<file path="config.mk">
export PLATFORM = sky130hd
export DESIGN_NAME = ems_frame_mapper
export DESIGN_NICKNAME = d
export VERILOG_FILES = /design/src/rtl/ems_frame_mapper.sv
export SDC_FILE = /design/constraint.sdc
export NUM_CORES = 1
export LEC_CHECK = 0
export ABC_AREA = 1
export ABC_CLOCK_PERIOD_IN_PS = 5300
export BUFFER_PORTS_ARGS = -buffer_cell sky130_fd_sc_hd__buf_2
export CAP_MARGIN = 10
export CORE_MARGIN = 2
export CORE_UTILIZATION = 59
export CTS_CLUSTER_SIZE = 24
export DETAILED_ROUTE_END_ITERATION = 10
export PLACE_DENSITY = 0.86
export SYNTH_ARGS = -nofsm -noshare
export SYNTH_HDL_FRONTEND = slang
export SYNTH_SLANG_ARGS = --single-unit
export TNS_END_PERCENT = 10
</file>
<file path="constraint.sdc">
create_clock -name clk -period 5.3 [get_ports clk]
set_input_delay 0.265 -clock clk [delete_from_list [all_inputs] [get_ports clk]]
set_output_delay 0.265 -clock clk [all_outputs]
set_load 0.1 [all_outputs]
</file>
<file path="src/rtl/ems_frame_mapper.sv">
module ems_frame_mapper #(
  parameter logic [11:0] SYS_PAGE  = 12'h00E,
  parameter logic [3:0]  FRAME_SEG = 4'hD,
  parameter int          PA_W      = 22
) (
  input  logic            clk,
  input  logic            rst_n,
  input  logic            ext_ram,
  input  logic            ram_640k,
  input  logic            io_wr,
  input  logic            io_rd,
  input  logic [15:0]     io_addr,
  input  logic [7:0]      io_wdata,
  output logic [7:0]      io_rdata,
  output logic            io_claim,
  input  logic [19:0]     mem_addr,
  output logic [3:0]      mem_hit,
  output logic [PA_W-1:0] phys_addr,
  output logic            conv_640k
);
  localparam logic [7:0] IX_PORT = 8'h50;
  localparam logic [7:0] IX_RSV  = 8'h51;
  localparam logic [7:0] IX_640  = 8'h52;
  localparam logic [3:0] OFF     = 4'd7;
  localparam logic [13:0] PG_BASE = 14'h208;

  logic [7:0] cfg_idx;
  logic [3:0] port_idx;
  logic [4:0] rsv_base;
  logic       conv_q;
  logic [7:0] preg [4];

  logic sel_idx, sel_dat, sel_pg;
  assign sel_idx = io_addr[15:4] == SYS_PAGE && io_addr[3:0] == 4'hE;
  assign sel_dat = io_addr[15:4] == SYS_PAGE && io_addr[3:0] == 4'hF;
  assign sel_pg  = port_idx != OFF && io_addr[13:0] == (PG_BASE | {6'd0, port_idx, 4'd0});
  assign io_claim = (io_rd || io_wr) && (sel_idx || sel_dat || sel_pg);

  logic [5:0] pg_count;
  assign pg_count = (rsv_base >= 5'd12) ? 6'd0 : 6'd48 - {rsv_base[3:0], 2'b00};

  always_ff @(posedge clk) begin
    if (!rst_n) begin
      cfg_idx  <= 8'h00;
      port_idx <= OFF;
      rsv_base <= 5'd0;
      conv_q   <= 1'b0;
      for (int i = 0; i < 4; i++) preg[i] <= 8'h00;
    end else if (io_wr) begin
      if (sel_idx) cfg_idx <= io_wdata;
      if (sel_dat) begin
        case (cfg_idx)
          IX_PORT: port_idx <= io_wdata[3:0];
          IX_RSV:  rsv_base <= ext_ram ? io_wdata[4:0] : 5'd0;
          IX_640:  conv_q   <= (io_wdata != 8'h00) && ram_640k;
          default: ;
        endcase
      end
      if (sel_pg) preg[io_addr[15:14]] <= io_wdata;
    end
  end

  always_comb begin
    io_rdata = 8'hFF;
    if (sel_idx) io_rdata = cfg_idx;
    else if (sel_dat) begin
      case (cfg_idx)
        IX_PORT: io_rdata = ext_ram ? {4'h9, port_idx} : 8'hFF;
        IX_RSV:  io_rdata = 8'h60 | {3'd0, rsv_base};
        IX_640:  io_rdata = conv_q ? 8'h80 : 8'h00;
        default: io_rdata = 8'hFF;
      endcase
    end else if (sel_pg) io_rdata = preg[io_addr[15:14]];
  end

  logic [1:0] win;
  logic       in_frame;
  logic [3:0] win_map;
  assign win      = mem_addr[15:14];
  assign in_frame = mem_addr[19:16] == FRAME_SEG;

  for (genvar w = 0; w < 4; w++) begin : g_win
    assign win_map[w] = preg[w][7] && ({1'b0, preg[w][6:0]} < {2'b00, pg_count});
    assign mem_hit[w] = in_frame && win == w && win_map[w];
  end

  assign phys_addr = PA_W'(24'h080000) + (PA_W'(rsv_base) << 16)
                   + (PA_W'(preg[win][6:0]) << 14) + PA_W'(mem_addr[13:0]);
  assign conv_640k = conv_q;
endmodule


</file>
-- Word-level counts from Yosys, hierarchy flattened
Memory sizes are Yosys's and may differ from the RTL's.
Index checks and enable logic that the tools add are counted.
- equality and inequality tests: 12
- reductions and logical operators: 27
- add/sub/neg operators: 4
- multiplexer cells: 16
- $lt $le $gt $ge: 5
- operators with widths (operator ; count):
    8-bit 2-to-1 mux ; 5
    7-bit by 6-bit less-than comparator with 1-bit output ; 4
    8-bit by 7-bit == test with 1-bit output, second input constant ; 3
    8-bit one-hot mux with 3 select lines ; 1
    20-bit by 21-bit adder with 22-bit output, first input constant ; 1
    22-bit by 14-bit adder with 22-bit output ; 1
    22-bit by 21-bit adder with 22-bit output ; 1
    1-bit logical AND ; 17
    14-bit by 10-bit == test with 1-bit output ; 1
    12-bit by 4-bit == test with 1-bit output, second input constant ; 1
    4-bit == test, second input constant ; 3
    3-bit AND reduction ; 3
    8-bit nonzero test ; 1
    8-bit OR reduction ; 1
    7-bit 2-to-1 mux ; 1
    1-bit 2-to-1 mux ; 6
    6-bit 2-to-1 mux ; 1
    6-bit subtractor, first input constant ; 1
    5-bit by 4-bit >= comparator with 1-bit output, second input constant ; 1
    5-bit 2-to-1 mux ; 1
    2-bit == test, second input constant ; 2
    4-bit by 3-bit inequality test with 1-bit output, second input constant ; 1
    1-bit logical OR ; 3
    2-bit by 1-bit == test with 1-bit output, second input constant ; 1
    3 further kinds ; 3
- memories: 1
- input port bits: 50
- flip-flop bits (word level): 18
- bits in writable memories: 32
- logic and storage cells: 69
- output and inout bits: 36
- memories (memory ; words ; bits a word ; rd ports ; clocked after memory_dff ; write ports ; line ; text):
    preg ; 4 ; 8 ; 6 ; 0 ; 4 ; 31 ; logic [7:0] preg [4];

-- Depth between registers and ports, before layout
- depth in word-level cells: 8
- mapped depth: 12
- gate-level depth less buffers: 11

-- Worst setup path before layout
No wires, ideal clock.
- path type: input port to output port
- start point: in mem_addr[15]
- end point: out phys_addr[21]
- buffers on the path: 0
- setup slack: 1.799 ns
- cell stages on the path: 10
- data required time: 5.035 ns
- arrival: 3.236 ns
- cell sequence: nand2_1 > inv_1 > a22oi_1 > o221ai_1 > ha_1 > ha_1 > inv_1 > fa_1 > o21ai_0 > xor2_1
- word-level cells in the longest chain between the ends: 3
- RTL lines (what ; line ; text):
    from (decl) ; 16 ; input logic [19:0] mem_addr,
    memory 4 x 8 bit ; n/a ;
    22-bit by 21-bit adder with 22-bit output ; 88 ; + (PA_W'(preg[win][6:0]) << 14) + PA_W'(mem_addr[13:0]);
    22-bit by 14-bit adder with 22-bit output ; 88 ;
    to (decl) ; 18 ; output logic [PA_W-1:0] phys_addr,
Every way passes these cells.

==> impl_metrics.ini <==
[status]
status = completed

[route]
first_pass_iters = 5
route.met2.wl_um = 4593
drt_wl_total_um = 9742
wl_met1_um = 4293
wl_met3_um = 614
top_layer = met4
drc = 0
drtAntennaViolNets = 0
wl_per_cell_um = 14.94
drtIter0Drc = 349
num_vias = 3620
viasPerCell = 5.552

[sta]
max_slew_margin_pct = 35.56
rsz0062_at_grt = no
hold_violations = 0
tns_ns = 0
timing.final.ws_setup_ns = 2.210
fmax_mhz = 323.6
min_period_ns = 3.090
skew_ns = 0.004506
setup_viol = 0
drv_slew = 0
tightest_slew_ns = 0.9601
finalCritPeriodShare_pct = 58.30

[clock_tree]
cts_resized = 0
htree_levels = 2
cts.sinks = 50
cts_root_buffer = clkbuf_8
cts_setup_buffers = 0
cts_buffer_depth = 2
cts_buffers = 5
cts_tree = built
holdBufCountCts = 0
clkTransAtPathRegs_ns = 0.10
clk_latency_ns = 0.31

[floorplan]
fp.dieH_um = 84.16
coreArea_mm2 = 0.006277
dieWidth_um = 84.16
placementRows = 29
floorplan.initialDensity_pct = 60.39
fp.dieArea_mm2 = 0.007083
io_pins = 86

[final_layout]
final_common_cell = nand2_1
syn_to_final_growth_pct = 8.218
final_layout_size_suffix_gt1_share_pct = 17.04
n_antenna_cell = 0
final_nets = 647
layout_common_cells = nand2_1 (131), nor2_1 (89), inv_1 (76), buf_2 (57), nand3_1 (39)
fill_cells = 578

[setup_path]
path_class = flip-flop to primary output
crit_top_cell = ha_1
start_kind = flip-flop
path_buf_inv = 2
rr_startpoint = port_idx[3]
cp.arrival_ns = 2.82
cp-end-kind = primary output
cp-startpoint = preg[3][3]
worstPathRequired_ns = 5.04
slowest_delay_ns = 0.44
critPathMaxFanout = 3
slowest_stage = buf_2
crit_chain = a22oi_1 -> o221ai_1 -> ha_1 -> ha_1 -> inv_1 -> fa_1 -> o21ai_0 -> xor2_1 -> buf_2
crit_family = adder cells

[grt]
grt_start_max_net_pins = 31
grt_use_total_pct = 27.91
grt_pass1_wl_um = 15780
antenna_found_initial = 0
first_global_vias = 3356
overflow = 0

[yosys]
syn_nets = 608
async_flop_share_pct = 0
synth.distinct_cells = 39
synth_area_per_cell_um2 = 7.086
syn_inst = 535
synth_flop_cell = edfxtp_1
ys_seq_elements = 50
netlist_area_mm2 = 0.003791
yosysSeqAreaShare_pct = 34.85
yosys_warnings = 0
synth_edf_count = 32

[min_path]
hold_start = io_wdata[7]
holdCritPathClass = input port to flip-flop

[place]
port_buffers = 57
hpwl_um = 7504
gp_congestion = 0.9933
pre_cts_slack_ns = 2.321

[power]
vdd_drop_max_v = 0.0001496
leakagePower_nw = 2.032
powerDensity_mw_per_mm2 = 196.1

[job]
drv_cap = 0
==> state kept, by name, indices dropped and copies added (netlist names) <==
| register | cells |
|---|---|
| preg | 32 |
| cfg_idx | 8 |
| rsv_base | 5 |
| port_idx | 4 |
| conv_640k | 1 |
==> final timing paths <==
| path | end | slack [ns] | cells past startpoint |
|---|---|---|---|
| worst max-delay path | phys_addr[21] | 2.21 | 9 |
| worst min-delay path | cfg_idx[7] | 0.23 | 3 |
| worst max register to register | preg[0][2] | 2.78 | 8 |
| worst min register to register | port_idx[3] | 0.51 | 2 |
==> stage by stage <==
step / instances / cell area [um2] / utilization [%] / hold slack (ns) / total power, mW
after floorplan: 535 / 3791 / - / 0.3912 / 0.5798
after global placement: 644 / 4009 / 63.86 / 0.4912 / 0.5718
after detailed placement: 644 / 4009 / 63.86 / 0.4966 / 0.5749
after CTS: 652 / 4103 / 65.36 / 0.2176 / 0.8039
after global routing: 652 / 4103 / 65.36 / 0.2454 / 0.8319
final: 652 / 4103 / 65.36 / 0.2296 / 0.8047
==> cells by family after synthesis <==
logic type	synth area share, %
flops	34.85
buf+inv	12.84
simple gates	34.92
compound gates	8.911
xor+xnor	0.6932
fa+ha+maj	7.789
==> routing by layer <==
layer  up-vias  track usage, %
li1       1786               -
met1      1665           38.60
met2       141           44.81
met3        28           4.523
met4         0           9.384
met5         -               0
==> area by class of cell <==
type                            instances  area (um2)  share of cell area [%]
Multi-Input combinational cell        374        1983                   48.34
Sequential cell                        50        1321                   32.21
Inverter                               86       322.8                   7.868
Timing Repair Buffer                   57       285.3                   6.953
Tap cell                               77       96.34                   2.348
Clock buffer                            5       68.82                   1.677
Clock inverter                          3       25.02                  0.6099
==> power breakdown <==
group	leakage, nW	internal (mW)	switching, mW	total (mW)
clock	0.0447	0.0956	0.141	0.237
combinational	1.51	0.0333	0.108	0.141
sequential	0.475	0.421	0.00556	0.427
total	2.03	0.550	0.255	0.805
==> synth_stat cells, drive strengths merged, types with 2 or more instances <==
| master | instances | area share, % |
|---|---|---|
| o221ai | 6 | 1.4 |
| inv | 85 | 8.4 |
| o21ai | 25 | 3.3 |
| buf | 22 | 4.0 |
| nand4 | 6 | 1.2 |
| clkbuf | 3 | 0.30 |
| dfxtp | 18 | 9.5 |
| nor3 | 4 | 0.66 |
| nor2 | 99 | 11 |
| a22oi | 6 | 1.2 |
| xor2 | 2 | 0.46 |
| o2111ai | 2 | 0.46 |
| nand3 | 48 | 7.7 |
| a21oi | 11 | 1.5 |
| o22ai | 3 | 0.50 |
| ha | 22 | 7.3 |
| edfxtp | 32 | 25 |
| nand2 | 133 | 14 |
==> worst register-to-register path: stages (launching register included) <==
cell     delay (ns)
dfxtp_1        0.37
inv_1          0.08
nand2_1        0.06
nand2_1        0.05
nor2_1         0.18
nand4_1        0.22
nor2_4         0.34
inv_2          0.10
o21ai_1        0.76
(Power assumes the default switching activity.)
